$ cat config.mk
export PLATFORM = sky130hd
export DESIGN_NAME = wiper_pos_reg
export DESIGN_NICKNAME = d
export VERILOG_FILES = /design/src/rtl/wiper_pkg.sv /design/src/rtl/wiper_stream_step.sv /design/src/rtl/wiper_pos_core.sv /design/src/rtl/wiper_tap_decode.sv /design/src/rtl/wiper_pos_reg.sv
export SDC_FILE = /design/constraint.sdc
export NUM_CORES = 1
export LEC_CHECK = 0
export ABC_AREA = 1
export BUFFER_PORTS_ARGS = -buffer_cell sky130_fd_sc_hd__buf_4
export CAP_MARGIN = 25
export CORE_UTILIZATION = 51
export DETAILED_ROUTE_END_ITERATION = 6
export PLACE_DENSITY = 0.82
export REMOVE_ABC_BUFFERS = 1
export SLEW_MARGIN = 40
export SYNTH_ARGS = -nofsm -noshare
export SYNTH_HDL_FRONTEND = slang
export SYNTH_SLANG_ARGS = --single-unit
$ cat constraint.sdc
create_clock -name clk -period 3.1 [get_ports clk]
set_clock_uncertainty 0.15 [all_clocks]
set_input_delay 0.155 -clock clk [delete_from_list [all_inputs] [get_ports clk]]
set_output_delay 0.155 -clock clk [all_outputs]
set_load 0.1 [all_outputs]
$ cat src/rtl/wiper_pkg.sv
`timescale 1ns/1ps
package wiper_pkg;

    localparam int POS_W_DEF  = 6;
    localparam int NUM_DR_DEF = 4;

    typedef enum logic [2:0] {
        SRC_HOLD,
        SRC_RECALL,
        SRC_WRITE,
        SRC_XFR,
        SRC_STEP
    } upd_src_e;

    typedef struct packed {
        logic valid;
        logic up;
    } step_req_t;

    function automatic upd_src_e pick_source(input logic recall, input logic wr,
                                             input logic xfr, input logic step);
        if (recall)    return SRC_RECALL;
        else if (wr)   return SRC_WRITE;
        else if (xfr)  return SRC_XFR;
        else if (step) return SRC_STEP;
        else           return SRC_HOLD;
    endfunction

endpackage

$ cat src/rtl/wiper_stream_step.sv
`timescale 1ns/1ps
module wiper_stream_step
    import wiper_pkg::*;
(
    input  logic      clk,
    input  logic      rst,
    input  logic      arm,
    input  logic      scl,
    input  logic      sda,
    output step_req_t step,
    output logic      active
);
    logic scl_prev, sda_prev;
    logic pulse_open, pulse_dir;
    logic scl_rise, scl_fall, bus_cond;

    always_ff @(posedge clk) begin
        scl_prev <= scl;
        sda_prev <= sda;
    end

    assign scl_rise = scl & ~scl_prev;
    assign scl_fall = ~scl & scl_prev;
    assign bus_cond = scl & scl_prev & (sda ^ sda_prev);

    always_ff @(posedge clk) begin
        if (rst) begin
            active     <= 1'b0;
            pulse_open <= 1'b0;
            pulse_dir  <= 1'b0;
            step       <= '0;
        end else begin
            step.valid <= active & pulse_open & scl_fall & ~bus_cond;
            step.up    <= pulse_dir;
            if (active & bus_cond)
                active <= 1'b0;
            else if (arm)
                active <= 1'b1;
            if (!active || bus_cond)
                pulse_open <= 1'b0;
            else if (scl_rise)
                pulse_open <= 1'b1;
            else if (scl_fall)
                pulse_open <= 1'b0;
            if (scl_rise)
                pulse_dir <= sda;
        end
    end
endmodule

$ cat src/rtl/wiper_pos_core.sv
`timescale 1ns/1ps
module wiper_pos_core
    import wiper_pkg::*;
#(
    parameter int POS_W  = POS_W_DEF,
    parameter int NUM_DR = NUM_DR_DEF,
    localparam int SEL_W = (NUM_DR > 1) ? $clog2(NUM_DR) : 1
)(
    input  logic                    clk,
    input  logic                    rst,
    input  logic                    recall_req,
    input  logic [POS_W-1:0]        recall_val,
    input  logic                    wr_en,
    input  logic [POS_W-1:0]        wr_val,
    input  logic                    xfr_en,
    input  logic [SEL_W-1:0]        xfr_sel,
    input  logic [NUM_DR*POS_W-1:0] dr_flat,
    input  step_req_t               step,
    output logic [POS_W-1:0]        pos
);
    localparam logic [POS_W-1:0] POS_MAX = '1;
    localparam logic [POS_W-1:0] POS_MIN = '0;

    logic [POS_W-1:0] dr_arr [NUM_DR];
    logic [POS_W-1:0] xfr_val, step_val, pos_next;
    upd_src_e         src;

    for (genvar i = 0; i < NUM_DR; i++) begin : g_dr
        assign dr_arr[i] = dr_flat[i*POS_W +: POS_W];
    end

    assign xfr_val = dr_arr[xfr_sel];

    always_comb begin
        if (step.up)
            step_val = (pos == POS_MAX) ? pos : pos + 1'b1;
        else
            step_val = (pos == POS_MIN) ? pos : pos - 1'b1;
    end

    assign src = pick_source(recall_req, wr_en, xfr_en, step.valid);

    always_comb begin
        unique case (src)
            SRC_RECALL: pos_next = recall_val;
            SRC_WRITE:  pos_next = wr_val;
            SRC_XFR:    pos_next = xfr_val;
            SRC_STEP:   pos_next = step_val;
            default:    pos_next = pos;
        endcase
    end

    always_ff @(posedge clk) begin
        if (rst) pos <= '0;
        else     pos <= pos_next;
    end
endmodule

$ cat src/rtl/wiper_tap_decode.sv
`timescale 1ns/1ps
module wiper_tap_decode #(
    parameter int POS_W = 6,
    localparam int NUM_TAPS = 1 << POS_W
)(
    input  logic                clk,
    input  logic                rst,
    input  logic [POS_W-1:0]    pos,
    output logic [NUM_TAPS-1:0] tap_sel
);
    localparam logic [NUM_TAPS-1:0] TAP_RST = NUM_TAPS'(1);

    logic [NUM_TAPS-1:0] hit;

    for (genvar i = 0; i < NUM_TAPS; i++) begin : g_tap
        localparam logic [POS_W-1:0] IDX = POS_W'(i);
        assign hit[i] = (pos == IDX);
    end

    always_ff @(posedge clk) begin
        if (rst) tap_sel <= TAP_RST;
        else     tap_sel <= hit;
    end
endmodule

$ cat src/rtl/wiper_pos_reg.sv
`timescale 1ns/1ps
module wiper_pos_reg
    import wiper_pkg::*;
#(
    parameter int POS_W  = POS_W_DEF,
    parameter int NUM_DR = NUM_DR_DEF,
    localparam int SEL_W    = (NUM_DR > 1) ? $clog2(NUM_DR) : 1,
    localparam int NUM_TAPS = 1 << POS_W
)(
    input  logic                    clk,
    input  logic                    rst,
    input  logic                    scl_in,
    input  logic                    sda_in,
    input  logic                    step_arm,
    input  logic                    recall_req,
    input  logic [POS_W-1:0]        recall_val,
    input  logic                    wr_en,
    input  logic [POS_W-1:0]        wr_val,
    input  logic                    xfr_en,
    input  logic [SEL_W-1:0]        xfr_sel,
    input  logic [NUM_DR*POS_W-1:0] dr_flat,
    output logic [POS_W-1:0]        pos,
    output logic [NUM_TAPS-1:0]     tap_sel,
    output logic                    stream_active
);
    step_req_t step;
    logic      step_v, step_up;

    assign step_v  = step.valid;
    assign step_up = step.up;

    wiper_stream_step u_stream (
        .clk    (clk),
        .rst    (rst),
        .arm    (step_arm),
        .scl    (scl_in),
        .sda    (sda_in),
        .step   (step),
        .active (stream_active)
    );

    wiper_pos_core #(.POS_W(POS_W), .NUM_DR(NUM_DR)) u_core (
        .clk        (clk),
        .rst        (rst),
        .recall_req (recall_req),
        .recall_val (recall_val),
        .wr_en      (wr_en),
        .wr_val     (wr_val),
        .xfr_en     (xfr_en),
        .xfr_sel    (xfr_sel),
        .dr_flat    (dr_flat),
        .step       (step),
        .pos        (pos)
    );

    wiper_tap_decode #(.POS_W(POS_W)) u_decode (
        .clk     (clk),
        .rst     (rst),
        .pos     (pos),
        .tap_sel (tap_sel)
    );
endmodule

=== Word-level counts from Yosys, hierarchy flattened ===
Cells that the tools add are included.

* Add/subtract/negate cells: 2
* Multipliers: 0
* Divide/modulo/power cells: 0
* $lt $le $gt $ge: 1
* Equal/unequal tests: 69
* Shift-type cells: 0
* Mux-type cells: 13
* Bitwise operators: 13
* Reduce and logical (&&, ||, !) cells: 8

{| class="wikitable"
|+ Operators by type and width
! operator !! count
|-
| equality test 6 bit, second input constant || 32
|-
| equality test 6 x 5 -> 1 bit, second input constant || 16
|-
| equality test 6 x 4 -> 1 bit, second input constant || 8
|-
| 2-to-1 mux 6 bit || 5
|-
| equality test 6 x 3 -> 1 bit, second input constant || 4
|-
| one-hot mux 6 bit (4 select lines) || 1
|-
| binary-select mux 6 bit (select 2 bit) || 1
|-
| equality test 6 x 2 -> 1 bit, second input constant || 2
|-
| 2-to-1 mux 3 bit || 4
|-
| bitwise AND 1 bit || 8
|-
| adder 6 x 1 -> 6 bit, second input constant || 1
|-
| equality test 3 x 2 -> 1 bit, second input constant || 2
|-
| equality test 6 x 1 -> 1 bit, second input constant || 1
|-
| logical NOT 6 bit || 1
|-
| inequality test 3 bit, second input constant || 2
|-
| subtractor 6 x 1 -> 6 bit, second input constant || 1
|-
| nonzero test 4 bit || 1
|-
| OR reduction 2 bit || 2
|-
| equality test 3 x 1 -> 1 bit, second input constant || 1
|-
| equality test 3 bit, second input constant || 1
|-
| greater-or-equal comparator 3 bit, second input constant || 1
|-
| inverter 1 bit || 3
|-
| inverter 2 -> 3 bit || 1
|-
| AND reduction 3 bit || 1
|-
| 5 further kinds || 6
|}

* Register bits after elaboration: 77
* Latch bits: 0
* Bits in writable memories: 0
* Bits in read-only memories: 0
* Input port bits: 46
* Output and inout port bits: 71
* Logic and storage cells: 115
* Memories kept: 0

=== Logic depth before layout (Yosys ltp) ===
* Depth in word-level cells: 7
* Mapped depth: 10
* Mapped depth without buffers: 9

=== Cells and area by module ===
Synthesis repeated with hierarchy kept, for this count alone.

* Cell total of the unflattened synthesis: 378
* Area total of the unflattened synthesis: 2,917.8 um^2

{| class="wikitable"
|+ Modules (own cells, without submodules)
! module !! instances !! cells each !! area each (um^2) !! sequential area each (um^2)
|-
| wiper_tap_decode || 1 || 171 || 1,696.6 || 1,281.2
|-
| wiper_pos_core || 1 || 175 || 943.4 || 120.1
|-
| wiper_stream_step || 1 || 32 || 277.8 || 140.1
|}

=== Worst setup path before layout ===
Ideal clock, no wire load.

* Path kind: register -> register
* Start point: register u_core.pos[0]
* End point: register u_core.pos[0]
* Library setup time: 0.117 ns
* Data arrival time: 2.168 ns
* Data required time: 2.833 ns
* Path slack: 0.665 ns
* Stages on the path, launching flop included: 9
* Path buffers: 0
* Period minus slack after synthesis: 2.435 ns
* Path through: dfxtp_1 ha_1 nand3_2 nor2_1 nand3_2 nand3_4 inv_2 o21ai_1 nor2_1

* Longest elaborated chain between the ends: 4
* Elaborated cells on any way between the ends: 11
* Classes of those cells: add/sub (2); eq/ne (3); mux (4); reduce/logical (2)

{| class="wikitable"
|+ Ends and longest elaborated chain
! item !! RTL line !! text
|-
| start: declaration || wiper_pos_core.sv:19 || <nowiki>output logic [POS_W-1:0] pos</nowiki>
|-
| start signal: assignment || wiper_pos_core.sv:55 || <nowiki>else pos <= pos_next;</nowiki>
|-
| subtractor 6 x 1 -> 6 bit / adder 6 x 1 -> 6 bit (equally long branches) || wiper_pos_core.sv:38, wiper_pos_core.sv:36 ||
|-
| 2-to-1 mux 6 bit, on equally long branches || wiper_pos_core.sv:38, wiper_pos_core.sv:36 ||
|-
| 2-to-1 mux 6 bit || wiper_pos_core.sv:35 || <nowiki>if (step.up)</nowiki>
|-
| one-hot mux 6 bit (4 select lines) || wiper_pos_core.sv:44 || <nowiki>unique case (src)</nowiki>
|}

Parallel ways exist; a longest one is shown, timed or not. The select of a mux whose other input is x is not followed.
A chain may end at the register's enable or synchronous reset.

=== Worst setup path after layout ===
Same ends and word-level chain as after synthesis.

==> impl_metrics.csv <==
group,metric,value,unit
synth,synth_cells,367,
place,place_ws,1.23,ns
synth,synth_xor_area_share,0.306,%
clocking,cts_buffers,9,
power,p_int,1.57,mW
finish,multiInputGateArea,1150,um^2
worst_setup_path,cp-start-kind,"flip-flop",
die,die_area,5920,um^2
timing,fmax,524,MHz
place,place_hpwl,5130,um
finish,num-fill-cells,409,
worst_setup_path,cp_max_fo,10,
clocking,postCtsHoldBufs,4,
power,p_switching,0.611,mW
synth,synth_top_family_by_area,"simple AND/OR/NAND/NOR gates",
power,power.share.clock,37.1,%
grt,antenna_found_initial,0,
grt,grt_pass1_wl,11700,um
finish,register_area,1540,um^2
grt,grt-ovfl-total,0,
timing,timing.final.ws_setup,1.19,ns
power,p_comb_share,15.6,%
clocking,cts_tree,"built",
synth,synth_seq_area_share,53.8,%
outcome,status,"complete, no violations",
power,power_leakage,1.92,nW
worst_setup_path,path_cells,"ha_1 -> nand3_2 -> nor2_1 -> nand3_2 -> nand3_4 -> inv_2 -> o21ai_1 -> nor2_1",
route,postRouteAntennaNets,0,
timing,tightest_slew,0.660,ns
clocking,clock_latency,0.33,ns
route,wire_per_inst,12.3,um
power,p_seq_share,47.3,%
synth,yosysTopAreaCell,"dfxtp_1",
synth,synthDistinctLibCells,23,
route,drt_wl_total,6920,um
worst_hold_path,hp-start,"recall_val[0]",
synth,synthesis.area,2870,um^2
grt,grt_max_degree,17,
worst_setup_path,critical_path.top_delay_family,"simple AND/OR/NAND/NOR gates",
timing,hold_violations,0,
route,dr.pass1.iters,4,
worst_hold_path,min_path_type,"in2reg",
timing,timing.final.crit_share,61.5,%
die,core_area,5270,um^2
finish,synthToLayoutAreaGrowth,40.7,%
clocking,clk_path_buf_depth,2,
die,rows,26,
worst_setup_path,slowest_stage,"dfxtp_1",
worst_setup_path,worstPathArrival,1.99,ns
route,vias,2761,
synth,synth_compound_area_share,3.71,%
timing,fin_crit,1.91,ns
finish,mostFrequentLayoutCell,"buf_4",
die,die_w,77.0,um
worst_setup_path,critPathBufInv,1,
clocking,clk_pin_slew_worst_paths,0.08,ns
finish,layout-drive-gt1-share,30.0,%
synth,post_synth.cell_area_avg,7.81,um^2
worst_setup_path,crit_type,"reg2reg",
clocking,root_buffer,"clkbuf_8",
synth,ys.warnings.count,0,
worst_setup_path,cpPeakStageDelay,0.51,ns
job,cap_viol_max_count,0,
clocking,clkSinkCount,77,
place,io_buffer_count,116,
synth,ys_ff_latch,77,
synth,synth_top_area_share,53.8,%
clocking,htree_levels,3,
timing,setup_viol,0,
finish,antenna_cells,0,
route,drc,0,
clocking,post_cts_resized,0,
route,drt_iter0_markers,154,
synth,synth_fa_ha_area_share,3.49,%
synth,synth.area.top_cells,"dfxtp_1 (54%), nor2_1 (12%), nand2_1 (10%)",
power,power_density,541,nW/um^2
timing,max_slew_margin,55.9,%
synth,muxShareOfSynthArea,0,%
die,pin_count,117,
worst_setup_path,end_kind,"flip-flop",
grt,grt_pass1_vias,2586,
timing,tns,0,ns
finish,final_nets,542,
power,irDropWorstVdd,0.441,mV
place,gp_congestion,0.879,
die,die_height,77.0,um
route,vias_per_cell,4.90,
clocking,post_cts_buffers,0,
power,p_sw_share,28.0,%
grt,track_usage,25.2,%
worst_setup_path,crit_path_start,"u_core.pos[0]$_SDFFE_PP0P_",
worst_setup_path,required,3.18,ns
worst_setup_path,r2r_start,"u_core.pos[0]$_SDFFE_PP0P_",
timing,rsz0062_at_grt,"false",
die,initial_core_util,54.4,%
finish,final_cell_mix,"buf_4 (116), nor2_1 (90), dfxtp_1 (77)",
timing,final_max_slew_viol_count,0,
synth,synth-simple-area-share,32.8,%
-- metrics by stage --
stage	instances	utilization, %	hold slack [ns]	power [mW]	instance area, um^2
floorplan	357	-	0.0327	1.28	2820
global placement	543	71.6	0.138	1.38	3770
detailed placement	543	71.6	0.137	1.39	3770
CTS	563	76.5	0.0151	2.18	4030
global route	563	76.5	0.0353	2.28	4030
finish	563	76.5	0.0132	2.18	4030
-- worst register-to-register path: stages (launching register included) --
cell     delay, ns
dfxtp_1       0.51
ha_1          0.31
nand3_2       0.17
nor2_1        0.18
nand3_2       0.10
nand3_4       0.16
inv_2         0.06
o21ai_1       0.12
nor2_1        0.05
-- worst paths after layout --
path / end / slack [ns] / depth (start not counted)
worst max-delay path: u_core.pos[0]$_SDFFE_PP0P_ / 1.19 / 8
worst min-delay path: u_core.pos[0]$_SDFFE_PP0P_ / 0.01 / 4
worst max register to register: u_core.pos[0]$_SDFFE_PP0P_ / 1.19 / 8
worst min register to register: u_stream.step[0]$_SDFF_PP0_ / 0.28 / 2
-- synth_stat cells (all sizes together) --
library cell and number:
a21oi 9, buf 9, clkbuf 1, dfxtp 77
ha 8, inv 32, nand2 79, nand3 43
nand4 4, nor2 92, nor3 1, o211ai 1
o21ai 7, o31ai 1, or2 2, xnor2 1
-- logic make-up (layout without fill, tap and decap cells) --
| kind of cell | count (synthesis) | after routing |
|---|---|---|
| adders and majority gates | 8 | 8 |
| DFF | 77 | 77 |
| and+or+nand+nor | 221 | 221 |
| AOI/OAI and AO/OA | 18 | 18 |
| xor gates and xnor gates | 1 | 1 |
| buffers and inverters | 42 | 168 |
-- registers in the layout (all words and copies together) (netlist names) --
signal,count
u_decode.tap_sel,64
u_core.pos,6
u_stream.step,2
u_stream.active,1
u_stream.pulse_dir,1
u_stream.pulse_open,1
u_stream.scl_prev,1
u_stream.sda_prev,1
-- power by group through the flow --
stage	Combinational [mW]	Sequential, mW	Clock (mW)
6_report	0.340	1.03	0.809
4_1_cts	0.339	1.03	0.813
3_5_place_dp	0.335	1.05	0
5_1_grt	0.367	1.03	0.874
3_3_place_gp	0.329	1.05	0
2_1_floorplan	0.115	1.16	0
-- area by class of cell --
| type | instances | share of cell area, % |
|---|---|---|
| Tap cell | 70 | 2.17 |
| Inverter | 32 | 2.98 |
| Multi-Input combinational cell | 248 | 28.7 |
| Clock inverter | 5 | 2.08 |
| Clock buffer | 11 | 3.26 |
| Sequential cell | 77 | 38.2 |
| Timing Repair Buffer | 120 | 22.6 |
-- metal layers --
layer	global-route usage (%)	routed length [um]	share of wire, %
met5	0	0	0
met4	7.69	97	1.4
met3	6.19	517	7.5
met2	44.1	3350	48
met1	30.1	2950	43
Note: power is estimated with default switching activity, not from simulation.
